===== src/rtl/pswd_pkg.sv =====
package pswd_pkg;
  // Validity rule for a pulse-swallow ratio: main count above swallow count
  // and not below the minimum main count.
  function automatic logic ratio_ok(input int unsigned a, input int unsigned n,
                                    input int unsigned nmin);
    return (n > a) && (n >= nmin);
  endfunction
endpackage


===== src/rtl/pswd_prescaler.sv =====
module pswd_prescaler #(
  parameter int PRE_LOG2 = 6
) (
  input  logic clk,
  input  logic rst,
  input  logic run,
  input  logic clr,
  input  logic mod_hi,
  output logic tick
);
  localparam int CW = PRE_LOG2 + 1;
  localparam logic [CW-1:0] LAST_LO = CW'((1 << PRE_LOG2) - 1);
  localparam logic [CW-1:0] LAST_HI = CW'(1 << PRE_LOG2);

  logic [CW-1:0] cnt_q;

  assign tick = run && (cnt_q == (mod_hi ? LAST_HI : LAST_LO));

  always_ff @(posedge clk) begin
    if (rst || clr)  cnt_q <= '0;
    else if (tick)   cnt_q <= '0;
    else if (run)    cnt_q <= cnt_q + 1'b1;
  end
endmodule


===== src/rtl/pswd_swallow.sv =====
module pswd_swallow #(
  parameter int W = 6
) (
  input  logic         clk,
  input  logic         rst,
  input  logic         clr,
  input  logic         load,
  input  logic         tick,
  input  logic [W-1:0] a_in,
  output logic         active
);
  logic [W-1:0] cnt_q;

  always_ff @(posedge clk) begin
    if (rst || clr)                 cnt_q <= '0;
    else if (load)                  cnt_q <= a_in;
    else if (tick && cnt_q != '0)   cnt_q <= cnt_q - 1'b1;
  end

  assign active = (cnt_q != '0);
endmodule


===== src/rtl/pswd_main.sv =====
module pswd_main #(
  parameter int W = 12
) (
  input  logic         clk,
  input  logic         rst,
  input  logic         clr,
  input  logic         load,
  input  logic         tick,
  input  logic [W-1:0] n_in,
  output logic         wrap
);
  logic [W-1:0] cnt_q;

  always_ff @(posedge clk) begin
    if (rst || clr)  cnt_q <= '0;
    else if (load)   cnt_q <= n_in;
    else if (tick)   cnt_q <= cnt_q - 1'b1;
  end

  assign wrap = tick && (cnt_q == W'(1));
endmodule


===== src/rtl/swallow_divider.sv =====
module swallow_divider #(
  parameter int PRE_LOG2 = 6,
  parameter int N_W      = 12,
  parameter int N_MIN    = 5
) (
  input  logic                clk,
  input  logic                rst,
  input  logic                en,
  input  logic [PRE_LOG2-1:0] swal_a,
  input  logic [N_W-1:0]      main_n,
  output logic                fp_o,
  output logic                mc_o,
  output logic                err_o
);
  import pswd_pkg::*;

  localparam int A_W = PRE_LOG2;

  logic run_q, run_d;
  logic ok_in, start, cont, load, clr;
  logic tick, wrap, mod_hi;
  logic fp_q, err_q;

  assign ok_in = ratio_ok(int'(swal_a), int'(main_n), N_MIN);
  assign start = !run_q && en && ok_in;
  assign cont  = run_q && en && wrap && ok_in;
  assign load  = start || cont;
  assign run_d = run_q ? (en && !(wrap && !ok_in)) : start;
  assign clr   = !run_d;

  pswd_prescaler #(.PRE_LOG2(PRE_LOG2)) u_pre (
    .clk(clk), .rst(rst), .run(run_q), .clr(clr), .mod_hi(mod_hi), .tick(tick)
  );

  pswd_swallow #(.W(A_W)) u_swl (
    .clk(clk), .rst(rst), .clr(clr), .load(load), .tick(tick),
    .a_in(swal_a), .active(mod_hi)
  );

  pswd_main #(.W(N_W)) u_mn (
    .clk(clk), .rst(rst), .clr(clr), .load(load), .tick(tick),
    .n_in(main_n), .wrap(wrap)
  );

  always_ff @(posedge clk) begin
    if (rst) begin
      run_q <= 1'b0;
      fp_q  <= 1'b0;
      err_q <= 1'b0;
    end else begin
      run_q <= run_d;
      fp_q  <= run_q && en && wrap;
      if (!en)                 err_q <= 1'b0;
      else if (!run_q || wrap) err_q <= !ok_in;
    end
  end

  assign fp_o  = fp_q;
  assign mc_o  = mod_hi;
  assign err_o = err_q;
endmodule


===== config.mk =====
export PLATFORM = sky130hd
export DESIGN_NAME = swallow_divider
export DESIGN_NICKNAME = d
export VERILOG_FILES = /design/src/rtl/pswd_pkg.sv /design/src/rtl/pswd_prescaler.sv /design/src/rtl/pswd_swallow.sv /design/src/rtl/pswd_main.sv /design/src/rtl/swallow_divider.sv
export SDC_FILE = /design/constraint.sdc
export NUM_CORES = 1
export LEC_CHECK = 0
export ABC_AREA = 1
export CORE_ASPECT_RATIO = 1.25
export CORE_MARGIN = 2
export CORE_UTILIZATION = 44
export DETAILED_ROUTE_END_ITERATION = 8
export PLACE_DENSITY = 0.69
export SETUP_SLACK_MARGIN = 0.4
export SYNTH_ARGS = -nofsm -noshare
export SYNTH_HDL_FRONTEND = slang
export SYNTH_HIERARCHICAL = 1
export SYNTH_SLANG_ARGS = --single-unit

===== constraint.sdc =====
create_clock -name clk -period 6.75 [get_ports clk]
set_clock_uncertainty 0.05 [all_clocks]
set_input_delay 1.35 -clock clk [delete_from_list [all_inputs] [get_ports clk]]
set_output_delay 1.35 -clock clk [all_outputs]
set_load 0.02 [all_outputs]

==> results of run 1 <==
==> logic make-up after synthesis <==
family	count (synthesis)	synth area share
adders and majority gates	11	0.0666
muxes	1	0.00484
and+or+nand+nor	193	0.426
xor gates and xnor gates	6	0.0254
DFF	28	0.271
buffers and inverters	59	0.114
AOI/OAI and AO/OA	34	0.0926
==> report_power, final <==
part | switching [uW] | internal [uW] | total [uW]
Combinational | 49.8 | 37.0 | 86.8
Sequential | 4.77 | 169 | 174
Clock | 53.9 | 79.5 | 133
Total | 108 | 286 | 394
==> area by class of cell <==
class,count,area (um^2)
tap,58,72.6
sequential,28,561
multi-input combinational,245,1270
clock inverter,1,30.0
fill,468,2030
timing repair buffer,24,238
inverter,55,209
clock buffer,3,41.3
==> metrics by stage <==
stage,power (uW),utilization
2_1_floorplan,236,-
3_3_place_gp,265,0.528
3_5_place_dp,265,0.528
4_1_cts,400,0.544
5_1_grt,419,0.544
6_report,394,0.544
==> path summary, 6_finish.rpt <==
path                                     start             end  slack (ns)  cells past startpoint
worst max-delay path            u_swl/cnt_q[0]   u_mn/cnt_q[2]        3.09                     22
worst min-delay path            u_swl/cnt_q[0]  u_swl/cnt_q[0]        0.43                      2
worst max register to register  u_swl/cnt_q[0]   u_mn/cnt_q[2]        3.09                     22
worst min register to register  u_swl/cnt_q[0]  u_swl/cnt_q[0]        0.43                      2
==> cells in the final DEF, fill, tap and decap left out, types with 2 or more instances in the layout <==
master,n
nand2_4,4
inv_2,3
nand2_2,7
nand3_1,22
nor2_1,46
nand2_1,91
nor3_1,2
clkinv_2,2
o21ai_0,9
clkbuf_8,3
a31oi_1,2
a22oi_1,5
nand4_1,4
dfxtp_1,28
nor2_2,8
ha_1,11
clkdlybuf4s50_1,23
o21ai_1,2
nor2_4,4
xor2_1,5
nand3b_1,3
inv_1,49
a21oi_1,14
==> sequential cells by signal, indices dropped and copies added (netlist names) <==
register,flops
u_mn/cnt_q,12
fp_o,1
u_swl/cnt_q,6
u_pre/cnt_q,7
run_q,1
err_o,1
==> routing by layer <==
layer	vias up	routed length [um]	share of wire
li1	1082	-	-
met1	855	1910	0.44
met2	32	2160	0.51
met3	5	162	0.038
met4	0	51	0.012
met5	-	0	0
==> worst min-delay path, stage by stage, from the launching register on <==
cell and delay, ns:
dfxtp_1 0.33, nand2_1 0.06, a21oi_1 0.05
==> reports/metrics.yaml, run 1 <==
min_path_type: "flip-flop to flip-flop"
fin_ws_ns: 3.09
crit_chain: "inv_1 -> ha_1 -> nand3_2 -> inv_1 -> nand2_1 -> nand2_1 -> nand2_1 -> nor2_1 -> nand2_2 -> inv_1 -> nand2_1 -> nor4_1 -> nor2_1 -> inv_1 -> nand2_1 -> nor2_2 -> buf_4 -> inv_2 -> nand2_2 -> inv_1 -> o21ai_0 -> a31oi_1"
clkTransAtPathRegs_ns: 0.09
final_area_um2: 2420
synth_cell_types: 30
critPathMaxFanout: 17
synth-async-reset-ratio: 0
die_x_um: 65.3
slowest_stage: "nor4_1"
run_status: "finished clean"
vias: 1974
slowest_delay_ns: 0.39
post_cts_buffers: 0
place_area_um2: 2350
clockBufferDepth: 2
hpwl_um: 3490
gr-usage-met3: 0.0224
post_synth.cell_area_avg_um2: 6.23
setup_tns_ns: 0
synth.cell_area_um2: 2070
cts_max_level: 1
met1_usage: 0.205
dp_slack_ns: 2.85
gp_congestion: 0.886
grt_overflow_total: 0
hold_violations: 0
path_class: "flip-flop to flip-flop"
synthFlopType: "dfxtp_1"
worst-path-buf-inv: 7
drive_above_1_share: 0.0983
worstPathArrival_ns: 3.78
yosys_warnings: 6
wirelength_um: 4280
min_period_ns: 3.66
drt_pass1_iterations: 4
core_um2: 4460
numPortBuffers: 23
timing.fmax_mhz: 273
drv_slew: 0
worstSkewPairLatency_ns: 0.28
cts_hold_buffers: 0
synth_edf_count: 0
tritoncts: "yes"
synth_seq_cells: 28
avgRoutedWirePerCell_um: 10.3
dieHeight_um: 80.6
finalSetupViolCount: 0
synth_area_leader_cell: "dfxtp_1"
dr.first_iter.drc_count: 82
first_global_vias: 1827
cts_num_sinks: 28
ir_worst_vdd_v: 0.0000896
grt.busiest_layer: "met2"
ant_nets: 0
endpoint_kind: "flip-flop"
synth_top_area_frac: 0.271
cp_top_family: "simple AND/OR/NAND/NOR gates"
cts_root_buf: "clkbuf_8"
initial_core_util: 0.464
p_leak_uw: 0.00115
syn_inst: 332
drc: 0
critical_path.startpoint_type: "flip-flop"
rows: 27
instances_no_fill: 414
grt_first_pass_wirelength_um: 7510
synth_common_cells: "nand2_1, inv_1, nor2_1"
cts_buffers: 3
tightestPinTransition_ns: 0.403
cts_resized: 0
period_share: 0.542
die_area_um2: 5270
drv_cap: 0
final_nets: 389
slew_headroom: 0.731
rsz0062_at_grt: "false"
antenna_found_initial: 0
power.density_nw_per_um2: 163
yosys-top-cells-area: "dfxtp_1, nand2_1, inv_1"
hold-worst-slack_ns: 0.434
yosysSeqAreaShare: 0.271
io_pins: 24
met2_usage: 0.339
via_per_inst: 4.77
cp.required_ns: 6.87
grtUsageTotal: 0.178
syn_nets: 364
dp_cells: 410
antenna_cells: 0
synth_most_common_cell: "nand2_1"
grt_start_max_net_pins: 18
syn_to_final_growth_pct: 17.3
No activity file was read; power rests on OpenSTA's default activity.
==> run 2: changes to the inputs <==
clock period = 3.4 ns   (was 6.75 ns; I/O delays follow)
==> run 2 against run 1 <==
Clock power rose by 100%. Combinational power rose by 130%. Largest cell class unchanged. Largest power group unchanged. Count of clock-buffer cells in the layout did not move.
==> reports/metrics.yaml, run 2 (same netlist as run 1, synthesis figures left out) <==
run_status: "finished clean"
slowest_stage: "dfxtp_1"
worst-path-buf-inv: 7
hold_depth: 2
ff2ff_setup_slack_ns: 0.68
min_path_type: "flip-flop to flip-flop"
holdPathEnd: "u_swl/cnt_q[0]"
drive_above_1_share: 0.129
rows: 27
avgRoutedWirePerCell_um: 11.2
met2_usage: 0.353
grtUsageTotal: 0.190
hpwl_um: 3540
place_area_um2: 2380
final_nets: 396
tritoncts: "yes"
largest_reg_flops: 12
worstSkewPairLatency_ns: 0.28
instances_no_fill: 421
ant_nets: 0
drv_slew: 0
cell_internal_pwr_uw: 582
p_leak_uw: 0.00121
timing.fmax_mhz: 368
grt.busiest_layer: "met2"
gr-usage-met3: 0.0182
antenna_cells: 0
met1_usage: 0.220
vias: 2036
power_frac_clock: 0.332
ir_worst_vdd_v: 0.000144
combPwrFrac: 0.241
cp_top_family: "simple AND/OR/NAND/NOR gates"
setup_tns_ns: 0
syn_to_final_growth_pct: 23.9
netSwitchingPower_uw: 229
wirelength_um: 4700
io_pins: 24
grt_first_pass_wirelength_um: 7950
swShare: 0.283
reg2reg_depth: 22
drt_pass1_iterations: 4
grt_start_max_net_pins: 19
via_per_inst: 4.84
numPortBuffers: 23
cts_max_level: 1
cp.required_ns: 3.53
drc: 0
tightestPinTransition_ns: 0.329
cts_buffers: 3
top_register: "u_mn/cnt_q"
first_global_vias: 1912
hold_violations: 0
crit_chain: "inv_2 -> ha_2 -> nand3_4 -> inv_2 -> nand2_1 -> nand2_1 -> nand2_1 -> nor2_1 -> nand2_2 -> inv_1 -> nand2_1 -> nor4_4 -> nor2_1 -> inv_1 -> nand2_1 -> nor2_4 -> buf_12 -> inv_2 -> nand2_4 -> o21ai_0 -> o21ai_0 -> inv_1"
slew_headroom: 0.780
die_x_um: 65.3
cp_common_cell: "nand2_1"
final_area_um2: 2560
clkTransAtPathRegs_ns: 0.10
period_share: 0.799
dieHeight_um: 80.6
seqPwrFrac: 0.427
min_period_ns: 2.72
drv_cap: 0
fillCellCount: 435
r2r_start: "u_swl/cnt_q[0]"
die_area_um2: 5270
initial_core_util: 0.464
power.density_nw_per_um2: 317
dr.first_iter.drc_count: 76
reg2reg_to: "u_mn/cnt_q[0]"
cts_root_buf: "clkbuf_8"
worstPathArrival_ns: 2.85
dp_cells: 412
finalSetupViolCount: 0
clockBufferDepth: 2
gp_congestion: 0.867
endpoint_kind: "flip-flop"
critical_path.startpoint_type: "flip-flop"
rsz0062_at_grt: "false"
slowest_delay_ns: 0.35
cts_num_sinks: 28
critPathMaxFanout: 6
final_util: 0.574
final_cell_mix: "nand2_1, inv_1, nor2_1, dfxtp_1, clkdlybuf4s50_1"
antenna_found_initial: 0
core_um2: 4460
layout_commonest_cell: "nand2_1"
path_class: "flip-flop to flip-flop"
reg_top3: "u_mn/cnt_q (12), u_pre/cnt_q (7), u_swl/cnt_q (6)"
grt_overflow_total: 0
hold_start: "u_swl/cnt_q[0]"
## run 2: worst min-delay path: stages, from the launching register on
cell and delay (ns):
dfxtp_1 0.35, nand2_1 0.08, a21oi_1 0.06
## run 2: power groups by stage
stage          registers [uW]  clock network, uW  logic [uW]
2_1_floorplan             351                  0         120
3_3_place_gp              353                  0         176
3_5_place_dp              354                  0         177
4_1_cts                   346                277         179
5_1_grt                   348                290         220
6_report                  346                269         196
## run 2: what timing repair did
action | in CTS | in global routing
hold buffers | 0 | 0
gates cloned | 0 | 1
resized for setup | 2 | 11
buffers inserted | 0 | 4
pin swaps | 0 | 2
endpoints found under the setup margin | 17 | 18
## run 2: how the worst max path moves through the flow
stage | startpoint | end | cells after the start
after floorplan | u_swl/cnt_q[0] | u_swl/cnt_q[1] | 23
after global placement | u_swl/cnt_q[0] | u_mn/cnt_q[1] | 20
after detailed placement | u_swl/cnt_q[0] | u_mn/cnt_q[1] | 20
after CTS | u_swl/cnt_q[0] | u_mn/cnt_q[1] | 20
after global routing | u_swl/cnt_q[0] | u_mn/cnt_q[10] | 24
final | u_swl/cnt_q[0] | u_mn/cnt_q[0] | 22
## run 2: layout make-up
class	count	area (um^2)	area share
sequential	28	561	0.219
clock inverter	1	30.0	0.0117
multi-input combinational	245	1310	0.513
inverter	55	210	0.0821
tap	58	72.6	0.0283
timing repair buffer	31	333	0.130
clock buffer	3	41.3	0.0161
## run 2: per-layer routing
metal | vias to the layer above | part of all wire
li1 | 1098 | -
met4 | 0 | 0.016
met5 | - | 0
met3 | 7 | 0.021
met2 | 25 | 0.50
met1 | 906 | 0.46
## run 2: through the flow
stage | total power (uW) | hold slack (ns) | setup slack [ns]
after floorplan | 472 | 0.399 | 0.428
after global placement | 530 | 0.412 | 0.351
after detailed placement | 530 | 0.423 | 0.273
after CTS | 802 | 0.442 | 0.418
after global routing | 858 | 0.488 | 0.394
final | 811 | 0.469 | 0.682
